File: src/rtl/fwp_pkg.sv
// Shared types and fixed command encodings of the word-program engine.
// Assumes a 12-bit byte address bus and a 16-bit data bus.
package fwp_pkg;
    localparam int ADDR_W = 12;
    localparam int DATA_W = 16;

    typedef enum logic [1:0] {
        MODE_READ = 2'd0,
        MODE_PROG = 2'd1,
        MODE_FAIL = 2'd2
    } mode_t;

    localparam logic [ADDR_W-1:0] KEY_A_ADDR = 12'hAAA;
    localparam logic [DATA_W-1:0] KEY_A_DATA = 16'h00AA;
    localparam logic [ADDR_W-1:0] KEY_B_ADDR = 12'h554;
    localparam logic [DATA_W-1:0] KEY_B_DATA = 16'h0055;
    localparam logic [DATA_W-1:0] PROG_CODE  = 16'h00A0;
    localparam logic [DATA_W-1:0] RESET_CODE = 16'h00F0;
endpackage

File: src/rtl/fwp_cmd_seq.sv
// Command sequence decoder. It tracks the three unlock steps and signals
// the fourth write as 'fire'. Assumes 'accept' is high only for writes
// that arrive in read mode.
module fwp_cmd_seq
    import fwp_pkg::*;
(
    input  logic              clk,
    input  logic              rst_n,
    input  logic              accept,
    input  logic [ADDR_W-1:0] addr,
    input  logic [DATA_W-1:0] data,
    output logic              fire
);
    logic [1:0] step;

    // The fourth write of a matched sequence starts a run.
    always_comb fire = accept && (step == 2'd3);

    // Advance on a matching step; drop to step 0 on any mismatch.
    always_ff @(posedge clk) begin
        if (!rst_n) begin
            step <= 2'd0;
        end else if (accept) begin
            case (step)
                2'd0:    step <= (addr == KEY_A_ADDR && data == KEY_A_DATA) ? 2'd1 : 2'd0;
                2'd1:    step <= (addr == KEY_B_ADDR && data == KEY_B_DATA) ? 2'd2 : 2'd0;
                2'd2:    step <= (addr == KEY_A_ADDR && data == PROG_CODE)  ? 2'd3 : 2'd0;
                default: step <= 2'd0;
            endcase
        end
    end
endmodule

File: src/rtl/fwp_timer.sv
// Busy-time counter. It counts while 'run' is high and flags the normal
// completion cycle and the time-limit cycle. Assumes PROG_CYC < LIMIT_CYC.
module fwp_timer #(
    parameter int PROG_CYC  = 16,
    parameter int LIMIT_CYC = 64
) (
    input  logic clk,
    input  logic rst_n,
    input  logic run,
    output logic prog_done,
    output logic limit_hit
);
    localparam int CNT_W = $clog2(LIMIT_CYC + 1);

    logic [CNT_W-1:0] cnt;

    // Count busy cycles; restart from zero whenever idle.
    always_ff @(posedge clk) begin
        if (!rst_n) begin
            cnt <= '0;
        end else if (!run) begin
            cnt <= '0;
        end else begin
            cnt <= cnt + 1'b1;
        end
    end

    // Flag the last cycle of each window.
    always_comb begin
        prog_done = run && (cnt == CNT_W'(PROG_CYC - 1));
        limit_hit = run && (cnt == CNT_W'(LIMIT_CYC - 1));
    end
endmodule

File: src/rtl/fwp_store.sv
// Word storage with one write port, one combinational read port and a
// whole-array erase. It has no reset, because the contents are meant to
// survive a hardware reset.
module fwp_store #(
    parameter int DEPTH  = 32,
    parameter int DATA_W = 16
) (
    input  logic                     clk,
    input  logic                     erase,
    input  logic                     wr_en,
    input  logic [$clog2(DEPTH)-1:0] wr_idx,
    input  logic [DATA_W-1:0]        wr_word,
    input  logic [$clog2(DEPTH)-1:0] rd_idx,
    output logic [DATA_W-1:0]        rd_word
);
    logic [DATA_W-1:0] mem [DEPTH];

    // Erase sets every word to ones; otherwise store the programmed word.
    always_ff @(posedge clk) begin
        if (erase) begin
            for (int i = 0; i < DEPTH; i++) begin
                mem[i] <= '1;
            end
        end else if (wr_en) begin
            mem[wr_idx] <= wr_word;
        end
    end

    // Asynchronous read of the addressed word.
    always_comb rd_word = mem[rd_idx];
endmodule

File: src/rtl/flash_word_prog.sv
// Word-program engine top. It decodes the four-write command sequence,
// runs a timed program that ANDs data into one word, and answers reads
// with status while busy or failed. Assumes DEPTH is a power of two with
// $clog2(DEPTH) < 12, and that reads and writes are not issued together.
module flash_word_prog
    import fwp_pkg::*;
#(
    parameter int DEPTH     = 32,
    parameter int PROG_CYC  = 16,
    parameter int LIMIT_CYC = 64
) (
    input  logic              clk,
    input  logic              rst_n,
    input  logic              bus_we,
    input  logic              bus_re,
    input  logic [ADDR_W-1:0] bus_addr,
    input  logic [DATA_W-1:0] bus_wdata,
    output logic [DATA_W-1:0] bus_rdata,
    input  logic              erase_all,
    output logic              busy
);
    localparam int IDX_W = $clog2(DEPTH);

    mode_t             mode;
    logic              fire;
    logic              cmd_ok;
    logic              prog_done;
    logic              limit_hit;
    logic              arr_we;
    logic              erase_ok;
    logic [IDX_W-1:0]  rd_idx;
    logic [DATA_W-1:0] rd_word;
    logic [IDX_W-1:0]  tgt_idx;
    logic [DATA_W-1:0] tgt_word;
    logic              tgt_bad;
    logic              tgt_d7;
    logic              tgl;
    logic [DATA_W-1:0] status;

    // Commands are decoded only in read mode.
    always_comb cmd_ok = bus_we && (mode == MODE_READ);

    // Word index taken from the byte address.
    always_comb rd_idx = bus_addr[IDX_W:1];

    // Commit a run only when it completes without a 0-to-1 request.
    always_comb arr_we = (mode == MODE_PROG) && prog_done && !tgt_bad;

    // Erase is honoured only in read mode.
    always_comb erase_ok = erase_all && (mode == MODE_READ);

    // Status word: inverted data bit 7, toggle bit 6, error bit 5.
    always_comb status = {8'h00, ~tgt_d7, tgl, (mode == MODE_FAIL), 5'b00000};

    // Busy output follows the running mode.
    always_comb busy = (mode == MODE_PROG);

    fwp_cmd_seq u_seq (
        .clk    (clk),
        .rst_n  (rst_n),
        .accept (cmd_ok),
        .addr   (bus_addr),
        .data   (bus_wdata),
        .fire   (fire)
    );

    fwp_timer #(
        .PROG_CYC  (PROG_CYC),
        .LIMIT_CYC (LIMIT_CYC)
    ) u_timer (
        .clk       (clk),
        .rst_n     (rst_n),
        .run       (mode == MODE_PROG),
        .prog_done (prog_done),
        .limit_hit (limit_hit)
    );

    fwp_store #(
        .DEPTH  (DEPTH),
        .DATA_W (DATA_W)
    ) u_store (
        .clk     (clk),
        .erase   (erase_ok),
        .wr_en   (arr_we),
        .wr_idx  (tgt_idx),
        .wr_word (tgt_word),
        .rd_idx  (rd_idx),
        .rd_word (rd_word)
    );

    // Mode machine: start, finish, time out and recover program runs.
    always_ff @(posedge clk) begin
        if (!rst_n) begin
            mode     <= MODE_READ;
            tgt_idx  <= '0;
            tgt_word <= '0;
            tgt_bad  <= 1'b0;
            tgt_d7   <= 1'b0;
            tgl      <= 1'b0;
        end else begin
            case (mode)
                MODE_READ: begin
                    if (fire) begin
                        tgt_idx  <= rd_idx;
                        tgt_word <= rd_word & bus_wdata;
                        tgt_bad  <= |(bus_wdata & ~rd_word);
                        tgt_d7   <= bus_wdata[7];
                        tgl      <= 1'b0;
                        mode     <= bus_addr[0] ? MODE_FAIL : MODE_PROG;
                    end
                end
                MODE_PROG: begin
                    if (bus_re) begin
                        tgl <= ~tgl;
                    end
                    if (tgt_bad && limit_hit) begin
                        mode <= MODE_FAIL;
                    end else if (!tgt_bad && prog_done) begin
                        mode <= MODE_READ;
                    end
                end
                MODE_FAIL: begin
                    if (bus_we && bus_wdata == RESET_CODE) begin
                        mode <= MODE_READ;
                    end
                end
                default: mode <= MODE_READ;
            endcase
        end
    end

    // Registered read port: array data in read mode, status otherwise.
    always_ff @(posedge clk) begin
        if (!rst_n) begin
            bus_rdata <= '0;
        end else if (bus_re) begin
            bus_rdata <= (mode == MODE_READ) ? rd_word : status;
        end
    end
endmodule

File: config.mk
export PLATFORM = sky130hd
export DESIGN_NAME = flash_word_prog
export DESIGN_NICKNAME = d
export VERILOG_FILES = /design/src/rtl/fwp_pkg.sv /design/src/rtl/fwp_cmd_seq.sv /design/src/rtl/fwp_timer.sv /design/src/rtl/fwp_store.sv /design/src/rtl/flash_word_prog.sv
export SDC_FILE = /design/constraint.sdc
export NUM_CORES = 1
export LEC_CHECK = 0
export ABC_AREA = 1
export BUFFER_PORTS_ARGS = -buffer_cell sky130_fd_sc_hd__buf_2
export CORE_UTILIZATION = 60
export CTS_CLUSTER_DIAMETER = 80
export DETAILED_ROUTE_END_ITERATION = 8
export PLACE_DENSITY = 0.77
export REMOVE_ABC_BUFFERS = 1
export SYNTH_ARGS = -nofsm -noshare
export SYNTH_HDL_FRONTEND = slang
export SYNTH_HIERARCHICAL = 1
export SYNTH_SLANG_ARGS = --single-unit
export TNS_END_PERCENT = 50
File: constraint.sdc
create_clock -name clk -period 4.6 [get_ports clk]
set_input_delay 0.23 -clock clk [delete_from_list [all_inputs] [get_ports clk]]
set_output_delay 0.23 -clock clk [all_outputs]
set_load 0.02 [all_outputs]
==> flow_metrics.py, run 1 <==
metrics = {
    "clock_tree": {
        "clkLatencyLatePin_ns": 0.61,
        "cts.path.max_buffers": 3,
        "cts.sinks": 563,
        "ctsResizeCount": 0,
        "clk_transition_reported_paths_ns": 0.06,
        "htreeDepth": 2,
        "cts_buffers": 55,
        "cts_tree": "yes",
        "cts-root-buf": "clkbuf_16",
    },
    "yosys": {
        "synth_simple_gate_area_share_pct": 30.2,
        "synth_compound_area_share_pct": 2.11,
        "synth_top_family_by_area": "simple AND/OR/NAND/NOR gates",
        "synth-xor-area-share_pct": 0.0332,
        "synth_fa_ha_area_share_pct": 0.0474,
        "netlist_instances": 2823,
        "synth_area_per_cell_um2": 9.35,
        "netlist_area_um2": 26400,
        "synth_top_area_cell": "edfxtp_1",
        "synth.area.mux_share_pct": 0,
        "synth_top_cell_area_share_pct": 58.3,
        "ys_types": 37,
        "yosysSeqAreaShare_pct": 62.1,
        "ys_warn_count": 6,
        "synthTopCellsByArea": "edfxtp_1, nand2_1, nand3_1",
        "ys_ff_latch": 563,
    },
    "critical_path": {
        "critPathArrivalTime_ns": 3.62,
        "cp-start-kind": "flip-flop",
        "crit_required_ns": 4.91,
        "end_kind": "flip-flop",
        "path_max_fanout": 16,
        "crit_chain": "ha_1 > nand3_2 > or2_4 > nor3_2 > nand2_1 > nor2_1 > nand2_2 > nor3_2 > inv_2 > o21ai_1 > buf_4",
        "path_common_cell": "nor3_2",
        "critPathKind": "flip-flop to flip-flop",
        "cp_slowest_cell": "o21ai_1",
        "critPathMaxStageDelay_ns": 0.56,
        "crit_family": "simple AND/OR/NAND/NOR gates",
        "cp.buffers_inverters": 2,
    },
    "run": {
        "maxCapViolations": 0,
    },
    "grt": {
        "overflow": 0,
        "antenna_found_initial": 0,
        "grt_pass1_wl_mm": 110,
        "grt_max_degree": 154,
        "grt_pass1_vias": 19400,
        "track_usage_pct": 32.9,
    },
    "detailed_routing": {
        "via_per_inst": 6.03,
        "drtAntennaViolNets": 0,
        "drt_wl_total_mm": 72.9,
        "wire_per_inst_um": 21.3,
        "drt-initial-drc-count": 3243,
        "drc": 0,
        "first_pass_iters": 7,
        "vias": 20700,
    },
    "layout": {
        "final_area_um2": 28700,
        "antenna_cells": 0,
        "post-route-util_pct": 66.2,
        "nNetsFinal": 2833,
        "layout-drive-gt1-share_pct": 10.4,
        "num-fill-cells": 3276,
        "area.growth.synth_to_final_pct": 8.62,
        "regArea_um2": 16400,
        "fin_cells": 3427,
        "multiInputGateArea_um2": 8540,
    },
    "sta": {
        "min_period_ns": 3.31,
        "fmax_mhz": 302,
        "finalSetupViolCount": 0,
        "worst_pin_slew_ns": 1.03,
        "post-route-period-util_pct": 72.0,
        "holdWs_ns": 0.0183,
        "maxSlewViolCount": 0,
        "tns_ns": 0,
        "rsz0062_at_grt": "no",
        "slew_headroom_pct": 31.1,
        "hold_viol": 0,
        "skew_ns": 0.0184,
    },
    "placement": {
        "dp_hpwl_mm": 43.9,
        "post-place-cells": 3311,
        "place_congestion": 0.941,
        "port_buffers": 49,
        "placed_area_um2": 26800,
    },
    "floorplanning": {
        "die-area_um2": 44800,
        "start_util_pct": 61.0,
        "die_h_um": 212,
        "ios": 50,
        "fp.dieW_um": 212,
        "fp.coreArea_um2": 43300,
        "rows": 76,
    },
    "outcome": {
        "outcome": "finished clean",
    },
    "power_and_ir_drop": {
        "pwr_density_cell_nw_per_um2": 377,
        "ir_drop_mv": 0.256,
        "power_leakage_nw": 9.84,
    },
    "worst_hold_path": {
        "min_path_type": "input pin to flip-flop",
    },
}
==> cells in the mapped netlist (all sizes together) <==
library cell	count
nand2	1320
edfxtp	512
nand3	413
buf	123
nor2	103
inv	92
clkbuf	83
o21ai	58
dfxtp	51
a21oi	34
nor3	14
o22ai	6
o211ai	4
or2	3
a21boi	1
clkinv	1
ha	1
nand4	1
o21bai	1
o221ai	1
xnor2	1
==> metal layers <==
metal / vias to the layer above / wire [um] / track usage, %
met4: 0 / 3460 / 15.4
met1: 9749 / 26700 / 44.3
met5: - / 0 / 0
met2: 1399 / 33100 / 51.3
li1: 9278 / - / -
met3: 240 / 9620 / 6.97
==> sequential cells by signal, summed over array words and instances, names as in the netlist <==
name         cells
bus_rdata       16
mode             2
tgl              1
tgt_bad          1
tgt_d7           1
tgt_idx          5
tgt_word        16
u_seq/step       2
u_store/mem    512
u_timer/cnt      7
==> worst paths after layout <==
kind / startpoint / end / slack (ns) / cells past startpoint
setup / recovery: u_timer/cnt[0]$_SDFF_PN0_ / u_store/mem[11][0]$_SDFFCE_PN1P_ / 1.29 / 11
hold / removal: bus_addr[0] / mode[0]$_SDFFE_PN0P_ / 0.02 / 4
setup reg to reg: u_timer/cnt[0]$_SDFF_PN0_ / u_store/mem[11][0]$_SDFFCE_PN1P_ / 1.29 / 11
hold reg to reg: u_timer/cnt[0]$_SDFF_PN0_ / u_timer/cnt[0]$_SDFF_PN0_ / 0.46 / 1
==> cell usage in the layout (no fill, tap or decap), types with 3 or more instances in the layout <==
cell type,count
nor3_1,8
dfxtp_1,51
clkbuf_16,57
edfxtp_1,512
clkinv_1,10
inv_2,17
nand3_1,412
clkinv_2,13
nor2_1,68
dlygate4sd3_1,16
clkbuf_1,12
nor2_8,8
buf_4,58
nand2_1,1278
o21ai_1,33
inv_1,72
buf_12,3
o21ai_0,25
clkbuf_8,5
nor2_2,3
nor2_4,24
nor3_2,6
nand2_2,42
buf_2,47
o211ai_1,4
o22ai_1,6
a21oi_1,33
bufinv_16,3
==> repair_timing <==
item	4_1_cts	5_1_grt
endpoints found under the hold margin	17	0
hold buffers	16	0
setup buffers	0	0
==> report_power, final <==
part,total [W],internal [W],switching (W)
logic,0.000837,0.000215,0.000622
registers,0.00559,0.00558,0.00000705
clock network,0.00437,0.00248,0.00189
==> per-stage QoR <==
step	total power [W]	setup WS, ns
2_1_floorplan	0.00617	1.31
3_3_place_gp	0.00648	1.45
3_5_place_dp	0.00650	1.42
4_1_cts	0.0108	1.39
5_1_grt	0.0111	1.17
6_report	0.0108	1.29
==> logic make-up after synthesis <==
group / count (synthesis)
and+or+nand+nor: 1854
DFF: 563
buffers and inverters: 299
AOI/OAI and AO/OA: 105
xor gates and xnor gates: 1
adders and majority gates: 1
==> cell type report <==
cell class	count	area share (%)
Timing Repair Buffer	125	3.16
Sequential cell	563	57.2
Tap cell	585	2.55
Multi-Input combinational cell	1961	29.8
Inverter	93	1.25
Clock buffer	73	5.33
Clock inverter	27	0.712
==> tightest hold or removal path: cells and delay by family <==
family / cells / cell delay, ns
and+or+nand+nor: 3 / 0.24
buffers and inverters: 1 / 0.13
Power figures use the tool's default switching activity.
==> inputs of run 2 (changes only) <==
--- a/config.mk
+++ b/config.mk
@@ -5,7 +5,7 @@
 export SDC_FILE = /design/constraint.sdc
 export NUM_CORES = 1
 export LEC_CHECK = 0
-export ABC_AREA = 1
+export ABC_AREA = 0
 export BUFFER_PORTS_ARGS = -buffer_cell sky130_fd_sc_hd__buf_2
 export CORE_UTILIZATION = 60
 export CTS_CLUSTER_DIAMETER = 80
==> constraint.sdc (replaced) <==
create_clock -name clk -period 3.35 [get_ports clk]
set_input_delay 0.1675 -clock clk [delete_from_list [all_inputs] [get_ports clk]]
set_output_delay 0.1675 -clock clk [all_outputs]
set_load 0.02 [all_outputs]
==> flow_metrics.py, run 2 <==
metrics = {
    "yosys": {
        "synth.area.mux_share_pct": 9.71,
        "ys_top_cells_by_count": "edfxtp_1, or3_1, mux2i_1, or2_2, clkbuf_1",
        "synth_ff_type": "edfxtp_1",
        "synth_top_family_by_area": "simple AND/OR/NAND/NOR gates",
        "ys_types": 60,
        "ys_warn_count": 6,
        "netlist_instances": 2071,
        "ys_ff_latch": 563,
        "netlist_area_um2": 26500,
        "synth_top_cell_area_share_pct": 58.0,
        "synth_fa_ha_area_share_pct": 0.0472,
        "synth_simple_gate_area_share_pct": 18.5,
        "yosysSeqAreaShare_pct": 61.9,
        "synth_area_per_cell_um2": 12.8,
        "synth_async_sr_flop_share_pct": 0,
        "synth_edf_count": 512,
        "synth_top_area_cell": "edfxtp_1",
        "synth_compound_area_share_pct": 6.10,
        "synth.most_common_cell": "edfxtp_1",
        "synthTopCellsByArea": "edfxtp_1, mux2i_1, or3_1",
        "synth-xor-area-share_pct": 0.0992,
    },
    "critical_path": {
        "worstReg2RegStart": "u_timer/cnt[0]$_SDFF_PN0_",
        "crit_required_ns": 3.65,
        "critPathKind": "flip-flop to flip-flop",
        "critPathArrivalTime_ns": 3.49,
        "rrSetupSlack_ns": 0.16,
        "reg2reg_to": "u_store/mem[5][8]$_SDFFCE_PN1P_",
        "reg2regPathDepth": 14,
        "cp-start-kind": "flip-flop",
        "end_kind": "flip-flop",
        "path_max_fanout": 17,
    },
    "floorplanning": {
        "die_h_um": 212,
        "die-area_um2": 45000,
        "fp.dieW_um": 212,
        "rows": 76,
        "ios": 50,
        "fp.coreArea_um2": 43300,
        "start_util_pct": 61.2,
    },
    "clock_tree": {
        "cts_buffers": 55,
        "cts-root-buf": "clkbuf_16",
        "cts.path.max_buffers": 3,
        "htreeDepth": 2,
        "clk_transition_reported_paths_ns": 0.06,
        "clkLatencyLatePin_ns": 0.61,
        "cts_tree": "yes",
        "cts.sinks": 563,
    },
    "sta": {
        "post-route-period-util_pct": 95.1,
        "hold_viol": 0,
        "fmax_mhz": 314,
        "maxSlewViolCount": 0,
        "finalSetupViolCount": 0,
        "skew_ns": 0.0233,
        "min_period_ns": 3.19,
        "fin_ws_ns": 0.164,
        "slew_headroom_pct": 29.8,
        "holdWs_ns": 0.0360,
        "tns_ns": 0,
        "worst_pin_slew_ns": 1.05,
    },
    "detailed_routing": {
        "drt_wl_total_mm": 70.7,
        "via_per_inst": 6.45,
        "drtAntennaViolNets": 0,
        "drc": 0,
        "vias": 17800,
        "first_pass_iters": 5,
        "drt-initial-drc-count": 2472,
        "wire_per_inst_um": 25.7,
    },
    "outcome": {
        "outcome": "finished clean",
    },
    "layout": {
        "layout-drive-gt1-share_pct": 26.5,
        "layout_commonest_cell": "edfxtp_1",
        "fin_cells": 2757,
        "nNetsFinal": 2164,
        "num-fill-cells": 2940,
        "final_cell_mix": "edfxtp_1, or2_2, or3_1",
        "largest-register": "u_store/mem",
        "largest_register_ffs": 512,
        "reg_top3": "u_store/mem (512), bus_rdata (16), tgt_word (16)",
        "area.growth.synth_to_final_pct": 12.8,
        "antenna_cells": 0,
    },
    "placement": {
        "dp_hpwl_mm": 42.7,
        "place_ws_ns": 0.126,
        "place_congestion": 0.930,
        "post-place-cells": 2633,
        "port_buffers": 49,
    },
    "grt": {
        "grt_max_degree": 69,
        "overflow": 0,
        "track_usage_pct": 31.5,
        "antenna_found_initial": 1,
        "grt_pass1_vias": 16800,
        "grt_pass1_wl_mm": 103,
    },
    "power_and_ir_drop": {
        "ir_drop_mv": 0.359,
        "finalPower_w": 0.0143,
        "pwr_density_cell_nw_per_um2": 478,
        "power_leakage_nw": 8.81,
    },
    "run": {
        "maxCapViolations": 0,
    },
    "worst_hold_path": {
        "whs_endpoint": "mode[1]$_SDFFE_PN0P_",
        "min_from": "bus_we",
        "min_path_type": "input pin to flip-flop",
        "hold-path-cell-count": 4,
    },
}
run 2: changes by cell type in the layout (fill, tap and decap cells not counted), moves of 64 or more:
cell,previous run,this run
nand2_1,1278,79
or2_2,1,260
or3_1,0,258
a22oi_1,0,64
mux2i_1,0,257
nand3_1,412,50
run 2: worst max-delay path, stage by stage, from the launching register on:
cell and delay, ns:
dfxtp_1 0.36, ha_2 0.21, nand3_2 0.10, or3b_1 0.43, nor3_2 0.13, inv_1 0.07, nor3_1 0.19, buf_4 0.19
nand2b_4 0.06, nor2_1 0.14, and2_1 0.24, buf_4 0.15, nand2_2 0.18, nand2b_1 0.24, buf_12 0.18
run 2: through the flow:
stage	area [um2]	utilization, %
finish	29900	69.0
global route	29900	69.0
CTS	29800	68.9
detailed placement	27900	64.5
global placement	27900	64.5
floorplan	25600	-
run 2: kinds of logic (layout without fill, tap and decap cells):
logic type / count (synthesis) / in the layout
mux: 257 / 257
fa+ha+maj: 1 / 1
xor+xnor: 3 / 3
flops: 563 / 563
simple gates: 811 / 814
compound gates: 221 / 221
buf+inv: 215 / 313
run 2: final cells by class:
| type | count | area, um2 | area share [%] |
|---|---|---|---|
| clock inverters | 29 | 221 | 0.741 |
| well taps | 585 | 732 | 2.45 |
| clock buffers | 70 | 1450 | 4.87 |
| repair buffers | 202 | 1810 | 6.06 |
| multi-input cells | 1296 | 9200 | 30.8 |
| flip-flops and latches | 563 | 16400 | 54.9 |
| inverters | 12 | 45.0 | 0.151 |
run 2: per-layer routing:
layer	wire length (um)	global-route usage, %
met1	28000	44.5
met3	7770	5.66
met2	32400	48.9
met4	2610	11.6
met5	12	0
run 2: how the worst max path moves through the flow:
stage                     cells past startpoint                                end                       from  slack [ns]
after global routing                         14  u_store/mem[17][14]$_SDFFCE_PN1P_  u_timer/cnt[0]$_SDFF_PN0_       -0.01
after detailed placement                     14   u_store/mem[5][12]$_SDFFCE_PN1P_  u_timer/cnt[0]$_SDFF_PN0_        0.13
after CTS                                    14    u_store/mem[5][8]$_SDFFCE_PN1P_  u_timer/cnt[0]$_SDFF_PN0_        0.05
after floorplan                               9   u_store/mem[23][0]$_SDFFCE_PN1P_       mode[0]$_SDFFE_PN0P_       -0.89
after global placement                       14   u_store/mem[5][12]$_SDFFCE_PN1P_  u_timer/cnt[0]$_SDFF_PN0_        0.14
final                                        14    u_store/mem[5][8]$_SDFFCE_PN1P_  u_timer/cnt[0]$_SDFF_PN0_        0.16
run 2: what timing repair did:
action,in CTS,in global routing
buffers inserted,0,0
setup endpoints to repair,0,212
resized for setup,0,11
endpoints found under the hold margin,23,0
hold buffers,22,0
run 2: power breakdown:
part	switching (W)	internal, W	leakage, nW
registers	0.00000836	0.00764	3.90
logic	0.000500	0.000274	4.09
clock network	0.00257	0.00328	0.816
